### src/rtl/opctl_pkg.sv
package opctl_pkg;
   // bit positions the surrounding logic decodes
   localparam int BIT_PFLAG  = 0;
   localparam int BIT_PCHK   = 1;
   localparam int BIT_A20    = 2;
   localparam int BIT_SNOOP  = 3;
   localparam int BIT_FSNOOP = 4;
   localparam int BIT_PWRINT = 5;
   localparam int BIT_RGNNC  = 6;
   localparam int BIT_CEN    = 7;
   localparam int BIT_HOLE   = 8;
   localparam int BIT_LOCKNC = 9;
   localparam int BIT_LIMSRC = 10;
   localparam int BIT_RELOAD = 11;
   localparam int BIT_OWAIT  = 12;
   localparam int BIT_LPHALT = 13;
   localparam int BIT_ERRRDR = 14;
   localparam int BIT_FPC    = 15;
   localparam int BIT_PODD   = 16;
   localparam int BIT_FEXT   = 17;
   localparam int BIT_PLA    = 18;
   localparam int USED_BITS  = 19;

   typedef enum logic [1:0] {
      KIND_RSVD,
      KIND_PLAIN,
      KIND_SPECIAL
   } bit_kind_e;

   function automatic bit_kind_e kind_of(int idx);
      if (idx >= USED_BITS || idx == BIT_HOLE) return KIND_RSVD;
      if (idx == BIT_PFLAG || idx == BIT_RELOAD ||
          idx == BIT_ERRRDR || idx == BIT_LIMSRC) return KIND_SPECIAL;
      return KIND_PLAIN;
   endfunction

   function automatic bit clears_on_trip(int idx);
      return (idx == BIT_PCHK) || (idx == BIT_CEN);
   endfunction
endpackage

### src/rtl/opctl_sticky_bit.sv
module opctl_sticky_bit (
   input  logic clk,
   input  logic rst_n,
   input  logic hw_set,
   input  logic sw_clr,
   output logic q
);
   always_ff @(posedge clk or negedge rst_n) begin
      if (!rst_n)      q <= 1'b0;
      else if (hw_set) q <= 1'b1;
      else if (sw_clr) q <= 1'b0;
   end


   sticky_hold_chk: assert property (@(posedge clk) disable iff (!rst_n)
      (q && !sw_clr) |=> q);
endmodule

### src/rtl/opctl_once_field.sv
module opctl_once_field #(
   parameter int N = 2
) (
   input  logic         clk,
   input  logic         rst_n,
   input  logic         wr_en,
   input  logic [N-1:0] d,
   output logic [N-1:0] q
);
   generate
      if (N < 1) begin : g_bad_n
         $error("opctl_once_field: N must be at least 1");
      end
   endgenerate

   logic armed_q;

   always_ff @(posedge clk or negedge rst_n) begin
      if (!rst_n)     armed_q <= 1'b0;
      else if (wr_en) armed_q <= 1'b1;
   end

   always_ff @(posedge clk or negedge rst_n) begin
      if (!rst_n)                q <= '0;
      else if (wr_en && !armed_q) q <= d;
   end


   once_hold_chk: assert property (@(posedge clk) disable iff (!rst_n)
      armed_q |=> $stable(q));
endmodule

### src/rtl/opctl_par_guard.sv
module opctl_par_guard #(
   parameter bit NMI_ON_TRIP = 1'b1
) (
   input  logic clk,
   input  logic rst_n,
   input  logic par_err,
   input  logic chk_en,
   output logic trip,
   output logic flush_req,
   output logic nmi_req
);
   assign trip = par_err & chk_en;

   always_ff @(posedge clk or negedge rst_n) begin
      if (!rst_n) flush_req <= 1'b0;
      else        flush_req <= trip;
   end

   generate
      if (NMI_ON_TRIP) begin : g_nmi
         always_ff @(posedge clk or negedge rst_n) begin
            if (!rst_n) nmi_req <= 1'b0;
            else        nmi_req <= trip;
         end
      end else begin : g_no_nmi
         assign nmi_req = 1'b0;
      end
   endgenerate


   pulse_single_chk: assert property (@(posedge clk) disable iff (!rst_n)
      flush_req |=> !flush_req);
endmodule

### src/rtl/proc_opctl_reg.sv
module proc_opctl_reg
   import opctl_pkg::*;
#(
   parameter int REG_W       = 64,
   parameter bit NMI_ON_TRIP = 1'b1
) (
   input  logic             clk,
   input  logic             rst_n,
   input  logic             wr_en_i,
   input  logic [REG_W-1:0] wr_data_i,
   input  logic             par_err_i,
   input  logic             reload_evt_i,
   input  logic             halt_i,
   output logic [REG_W-1:0] rd_data_o,
   output logic             flush_req_o,
   output logic             nmi_req_o,
   output logic             par_flag_o,
   output logic             par_chk_en_o,
   output logic             a20_mask_o,
   output logic             snoop_en_o,
   output logic             flush_snoop_o,
   output logic             pwr_int_en_o,
   output logic             rgn_nocache_o,
   output logic             cache_en_o,
   output logic             lock_nocache_o,
   output logic             limit_src_o,
   output logic             reload_seen_o,
   output logic             out_wait_rdy_o,
   output logic             halt_clk_stop_o,
   output logic             err_redirect_o,
   output logic             fp_cacheable_o,
   output logic             par_odd_o,
   output logic             force_ext_rd_o,
   output logic             pla_pwrdn_o
);
   localparam int ONCE_N = 2;

   generate
      if (REG_W < USED_BITS) begin : g_bad_w
         $error("proc_opctl_reg: REG_W too small for the defined fields");
      end
   endgenerate

   logic              trip;
   logic              flag_q;
   logic              reload_q;
   logic [ONCE_N-1:0] once_q;
   logic [REG_W-1:0]  reg_q;

   opctl_par_guard #(.NMI_ON_TRIP(NMI_ON_TRIP)) u_guard (
      .clk       (clk),
      .rst_n     (rst_n),
      .par_err   (par_err_i),
      .chk_en    (reg_q[BIT_PCHK]),
      .trip      (trip),
      .flush_req (flush_req_o),
      .nmi_req   (nmi_req_o)
   );

   opctl_sticky_bit u_pflag (
      .clk    (clk),
      .rst_n  (rst_n),
      .hw_set (par_err_i),
      .sw_clr (wr_en_i & ~wr_data_i[BIT_PFLAG]),
      .q      (flag_q)
   );

   opctl_sticky_bit u_reload (
      .clk    (clk),
      .rst_n  (rst_n),
      .hw_set (reload_evt_i),
      .sw_clr (wr_en_i & ~wr_data_i[BIT_RELOAD]),
      .q      (reload_q)
   );

   opctl_once_field #(.N(ONCE_N)) u_once (
      .clk   (clk),
      .rst_n (rst_n),
      .wr_en (wr_en_i),
      .d     ({wr_data_i[BIT_ERRRDR], wr_data_i[BIT_LIMSRC]}),
      .q     (once_q)
   );

   // one slice per bit position; the kind of the bit picks the logic
   generate
      for (genvar i = 0; i < REG_W; i++) begin : g_bit
         if (kind_of(i) == KIND_PLAIN) begin : g_plain
            logic bit_q;
            if (clears_on_trip(i)) begin : g_trip
               always_ff @(posedge clk or negedge rst_n) begin
                  if (!rst_n)       bit_q <= 1'b0;
                  else if (trip)    bit_q <= 1'b0;
                  else if (wr_en_i) bit_q <= wr_data_i[i];
               end
            end else begin : g_norm
               always_ff @(posedge clk or negedge rst_n) begin
                  if (!rst_n)       bit_q <= 1'b0;
                  else if (wr_en_i) bit_q <= wr_data_i[i];
               end
            end
            assign reg_q[i] = bit_q;
         end else if (kind_of(i) == KIND_SPECIAL) begin : g_spec
            if (i == BIT_PFLAG) begin : g_f
               assign reg_q[i] = flag_q;
            end else if (i == BIT_RELOAD) begin : g_r
               assign reg_q[i] = reload_q;
            end else if (i == BIT_ERRRDR) begin : g_e
               assign reg_q[i] = once_q[1];
            end else begin : g_l
               assign reg_q[i] = once_q[0];
            end
         end else begin : g_rsvd
            assign reg_q[i] = 1'b0;
         end
      end
   endgenerate

   assign rd_data_o       = reg_q;
   assign par_flag_o      = reg_q[BIT_PFLAG];
   assign par_chk_en_o    = reg_q[BIT_PCHK];
   assign a20_mask_o      = reg_q[BIT_A20];
   assign snoop_en_o      = reg_q[BIT_SNOOP];
   assign flush_snoop_o   = reg_q[BIT_FSNOOP] & ~reg_q[BIT_SNOOP];
   assign pwr_int_en_o    = reg_q[BIT_PWRINT];
   assign rgn_nocache_o   = reg_q[BIT_RGNNC];
   assign cache_en_o      = reg_q[BIT_CEN];
   assign lock_nocache_o  = reg_q[BIT_LOCKNC];
   assign limit_src_o     = reg_q[BIT_LIMSRC];
   assign reload_seen_o   = reg_q[BIT_RELOAD];
   assign out_wait_rdy_o  = reg_q[BIT_OWAIT];
   assign halt_clk_stop_o = halt_i & reg_q[BIT_LPHALT];
   assign err_redirect_o  = reg_q[BIT_ERRRDR];
   assign fp_cacheable_o  = reg_q[BIT_FPC];
   assign par_odd_o       = reg_q[BIT_PODD];
   assign force_ext_rd_o  = reg_q[BIT_FEXT];
   assign pla_pwrdn_o     = halt_clk_stop_o & reg_q[BIT_PLA];


   reserved_zero_chk: assert property (@(posedge clk) disable iff (!rst_n)
      ((rd_data_o >> USED_BITS) == '0) && !rd_data_o[BIT_HOLE]);


   trip_effect_chk: assert property (@(posedge clk) disable iff (!rst_n)
      (par_err_i && rd_data_o[BIT_PCHK]) |=>
         (flush_req_o && (nmi_req_o || !NMI_ON_TRIP) && !rd_data_o[BIT_PCHK]
          && !rd_data_o[BIT_CEN] && rd_data_o[BIT_PFLAG]));


   quiet_err_chk: assert property (@(posedge clk) disable iff (!rst_n)
      (par_err_i && !rd_data_o[BIT_PCHK]) |=>
         (rd_data_o[BIT_PFLAG] && !flush_req_o && !nmi_req_o));
endmodule

### config.mk
export PLATFORM = sky130hd
export DESIGN_NAME = proc_opctl_reg
export DESIGN_NICKNAME = d
export VERILOG_FILES = /design/src/rtl/opctl_pkg.sv /design/src/rtl/opctl_sticky_bit.sv /design/src/rtl/opctl_once_field.sv /design/src/rtl/opctl_par_guard.sv /design/src/rtl/proc_opctl_reg.sv
export SDC_FILE = /design/constraint.sdc
export NUM_CORES = 1
export LEC_CHECK = 0
export BUFFER_PORTS_ARGS = -buffer_cell sky130_fd_sc_hd__buf_2
export CORE_ASPECT_RATIO = 1.1
export CORE_MARGIN = 5
export CORE_UTILIZATION = 33
export DETAILED_ROUTE_END_ITERATION = 6
export PLACE_DENSITY = 0.8
export RECOVER_POWER = 25
export SYNTH_ARGS = -nofsm -noshare
export SYNTH_HDL_FRONTEND = slang
export SYNTH_HIERARCHICAL = 1
export SYNTH_SLANG_ARGS = --single-unit
export TNS_END_PERCENT = 50
### constraint.sdc
create_clock -name clk -period 1.3 [get_ports clk]
set_clock_uncertainty 0.2 [all_clocks]
set_input_delay 0.325 -clock clk [delete_from_list [all_inputs] [get_ports clk]]
set_output_delay 0.325 -clock clk [all_outputs]
set_load 0.03 [all_outputs]
==> summary by stage <==
Run status
The flow ran to the end, but the final reports show violations. The final reports fail on setup timing.

Finish
At the end of the flow, the number of nets in the layout was 242. The share of layout cells above drive strength 1 is 0.5205. Compared with the post-synthesis result, the final layout area differs by 29.70%. The final design instance area without fill is 1710 sq um. The antenna cell count is 0.

Clock tree
The clock-pin transition on the worst setup and hold timing paths is about 0.07 ns. The CTS sink count is 20. The count of H-tree levels built during CTS is 1. The number of buffers created by CTS is 3. Counting along the longest clock path gives a buffer depth of 2. In this run the clock root is driven by a sky130_fd_sc_hd__clkbuf_8. The insertion delay of the later-clocked pin in the worst-skew pair is 0.25 ns. TritonCTS built the clock tree.

Logic synthesis
The synthesized design contains 20 register bits. The mean instance size in the synthesized netlist is 11.18 sq um. The cell area that synthesis handed to floorplanning was 1319 sq um. Synthesis produced 118 cells. Of the post-synthesis cell area, the dominant cell type holds 0.3795.

The fraction of the yosys area taken by sequential cells is 0.3795. Synthesis instantiated 16 different standard cells from the library. The biggest area contributor in the post-synthesis netlist is sky130_fd_sc_hd__dfrtp_1. During synthesis, Yosys emitted a total of 6 warnings. Yosys attributes the largest share of cell area to sky130_fd_sc_hd__dfrtp_1, sky130_fd_sc_hd__buf_4, sky130_fd_sc_hd__mux2_4.

Timing
Setup repair after global routing could not meet its margin everywhere. Timing would allow up to 672.0 MHz. The max-slew violation total from the final report is 0.

The final count of negative-setup-slack endpoints is 39. The final cycle utilization of the critical path is 1.145. Final hold analysis gives a worst-case slack of 0.06798 ns. The final worst-path setup slack is -0.1881 ns. The final number of hold-violating endpoints is 0. The routed design could run at a clock period as short as 1.488 ns.

Detailed routing
The number of vias in the routed layout is 804. The final antenna-violating net count is 0. The mean number of vias per cell is 3.605. The mean routed wirelength per cell is 12.28 microns. The first routing iteration left 9 violations. The overall routed net length is 2739 microns.

The first detailed-routing pass took 4 iterations. The number of design rule violations left after detail routing is 0.

Power and ir drop
The worst supply voltage drop on vdd is 520.8 uV. The power share of the clock group is 0.222. The switching power summed over all nets is 798.6 uW.

Of the total power, the share spent switching nets is 0.3821. Dividing total power by cell area gives a power density of about 1200 nW/um^2. The total internal power is 1291 uW. The cell leakage power is between 0.0009 and 0.001 uW. The share of total power dissipated in sequential elements is 0.359. The power share of the combinational group is 0.419. The post-layout total power is 2090 uW.

Placed design
The final RePlAce weighted congestion is 0.6537. The cell area after placement is 1386 sq um. The placed wire-length estimate after detailed placement is between 2000 and 2500 microns. Buffers placed on the I/O ports in this run total 61.

Global route
The first global-routing pass estimated 4084 microns of wire. The initial antenna violation count is 0. The via count of the first global-routing pass is between 700 and 800. Entering global routing, the biggest net connects 21 pins. After global routing the overflow that remains totals 0. Across every metal layer, demand over resource in global routing totals 0.09507.

Floorplanning
The floorplan has 24 rows. For this configuration, the core starts out at a cell density of 0.3378. In this run the count of I/O pins placed on the die edge is approximately 150. The height of the die is 76.30 microns. The region available for standard cell placement spans 3904 sq um. The die covers around 5400 sq um. In this run the horizontal extent of the chip is 70.28 microns.

Worst setup path
The worst setup path is captured at a primary output. The worst setup path is of the reg -> out kind. The kind of start point of the critical path is a flop. Along the worst path, the maximum fanout reaches 4. The reg-to-reg endpoint is g_bit[18].g_plain.bit_q. For the worst flop-to-flop path, the logic depth is 3. Across all register-to-register paths, the minimum setup slack is ~0.10 ns. For the worst setup path, the data required time is around 0.77 ns. The data arrival time of the critical path is around 0.96 ns. In this run the critical register-to-register path is launched from g_bit[18].g_plain.bit_q.

Min path
Along the worst hold path, the cell count comes to 2. The worst hold path begins at reload_evt_i. The min-delay analysis places its worst path in the category in -> reg.

The end point of the worst hold path is u_reload/q.

Run
Across the run, the number of max-cap violations was 0.
-- worst max-delay path, cell delays in order (launching register included) --
cell                      delay (ns)
sky130_fd_sc_hd__dfrtp_2        0.45
sky130_fd_sc_hd__nor2b_4        0.12
sky130_fd_sc_hd__buf_6          0.13
-- power groups by stage --
stage               clock [uW]  sequential [uW]  combinational (uW)
floorplan                    0              837                 612
global placement             0              736                 703
detailed placement           0              739                 711
CTS                        489              744                 861
global route               511              759                 919
finish                     463              750                 876
-- cells in the final DEF (no fill, tap or decap), drive strengths merged --
master / instances
buf: 67
conb: 46
dfrtp: 20
mux2: 14
clkbuf: 7
nor2b: 4
mux2i: 2
nor2: 2
inv: 2
a21o: 2
and2: 2
and3: 1
dlygate4sd3: 1
or2: 1
-- flip-flops by register name (all words and copies together), names as in the netlist --
signal               flops
u_guard/nmi_req          1
g_bit.g_plain.bit_q      3
par_odd_o                1
u_pflag/q                1
rgn_nocache_o            1
snoop_en_o               1
out_wait_rdy_o           1
a20_mask_o               1
fp_cacheable_o           1
force_ext_rd_o           1
par_chk_en_o             1
cache_en_o               1
pwr_int_en_o             1
u_once/q                 2
u_reload/q               1
lock_nocache_o           1
u_once/armed_q           1
-- cells in the mapped netlist --
cell and n:
sky130_fd_sc_hd__buf_6 1, sky130_fd_sc_hd__or2_2 1, sky130_fd_sc_hd__a21o_1 2, sky130_fd_sc_hd__buf_12 1
sky130_fd_sc_hd__buf_4 65, sky130_fd_sc_hd__and3_1 1, sky130_fd_sc_hd__nor2b_4 1, sky130_fd_sc_hd__nor2b_1 3
sky130_fd_sc_hd__mux2i_1 2, sky130_fd_sc_hd__inv_1 2, sky130_fd_sc_hd__mux2_2 6, sky130_fd_sc_hd__mux2_4 8
sky130_fd_sc_hd__nor2_1 2, sky130_fd_sc_hd__dfrtp_1 20, sky130_fd_sc_hd__and2_1 2, sky130_fd_sc_hd__conb_1 1
-- how the worst max path moves through the flow --
stage / slack, ns / end / start / cells after the start
2_1_floorplan: -0.008 / rd_data_o[3] / snoop_en_o / 1
4_1_cts: -0.18 / flush_snoop_o / snoop_en_o / 2
3_3_place_gp: 0.01 / u_once/q[1] / wr_en_i / 3
6_report: -0.19 / flush_snoop_o / snoop_en_o / 2
3_5_place_dp: -0.001 / u_pflag/q / wr_en_i / 5
5_1_grt: -0.23 / pla_pwrdn_o / g_bit[13].g_plain.bit_q / 2
-- cells by family (layout without fill, tap and decap cells) --
| kind of cell | after synthesis | count (layout) | share of synthesized area |
|---|---|---|---|
| AOI/OAI and AO/OA | 2 | 2 | 0.01138 |
| buffers and inverters | 69 | 77 | 0.3994 |
| DFF | 20 | 20 | 0.3795 |
| other | 1 | 46 | 0.002844 |
| and+or+nand+nor | 10 | 10 | 0.04934 |
| muxes | 16 | 16 | 0.1575 |
-- per-layer routing --
metal | vias to the layer above | GRT usage | share of wire
li1 | 367 | - | -
met1 | 386 | 0.09804 | 0.31
met2 | 51 | 0.1826 | 0.59
met3 | 0 | 0.02639 | 0.092
met4 | 0 | 0.02682 | 0
met5 | - | 0 | 0
-- per-stage QoR --
stage	utilization	TNS, ns	worst slack (ns)	std cells
3_5_place_dp	0.3551	-0.0009688	-0.0009688	211
4_1_cts	0.4327	-2.862	-0.1815	221
2_1_floorplan	-	-0.008234	-0.008234	163
6_report	0.4381	-2.347	-0.1881	223
3_3_place_gp	0.3551	0	0.01441	211
5_1_grt	0.4381	-3.788	-0.2290	223
-- cell type report --
cell class,instances,area (sq um)
Clock buffer,4,55.05
Fill cell,377,2193
Inverter,2,7.507
Multi-Input combinational cell,74,464.2
Sequential cell,20,501.7
Tap cell,52,65.06
Timing Repair Buffer,71,616.8
-- timing repair --
item                                    CTS  global route
resized for setup                        65            18
hold buffers                              1             0
buffers inserted                          5             2
pin swaps                                 1             0
hold endpoints to repair                 20             0
endpoints found under the setup margin   38            38
Note: power is estimated with default switching activity, not from simulation.
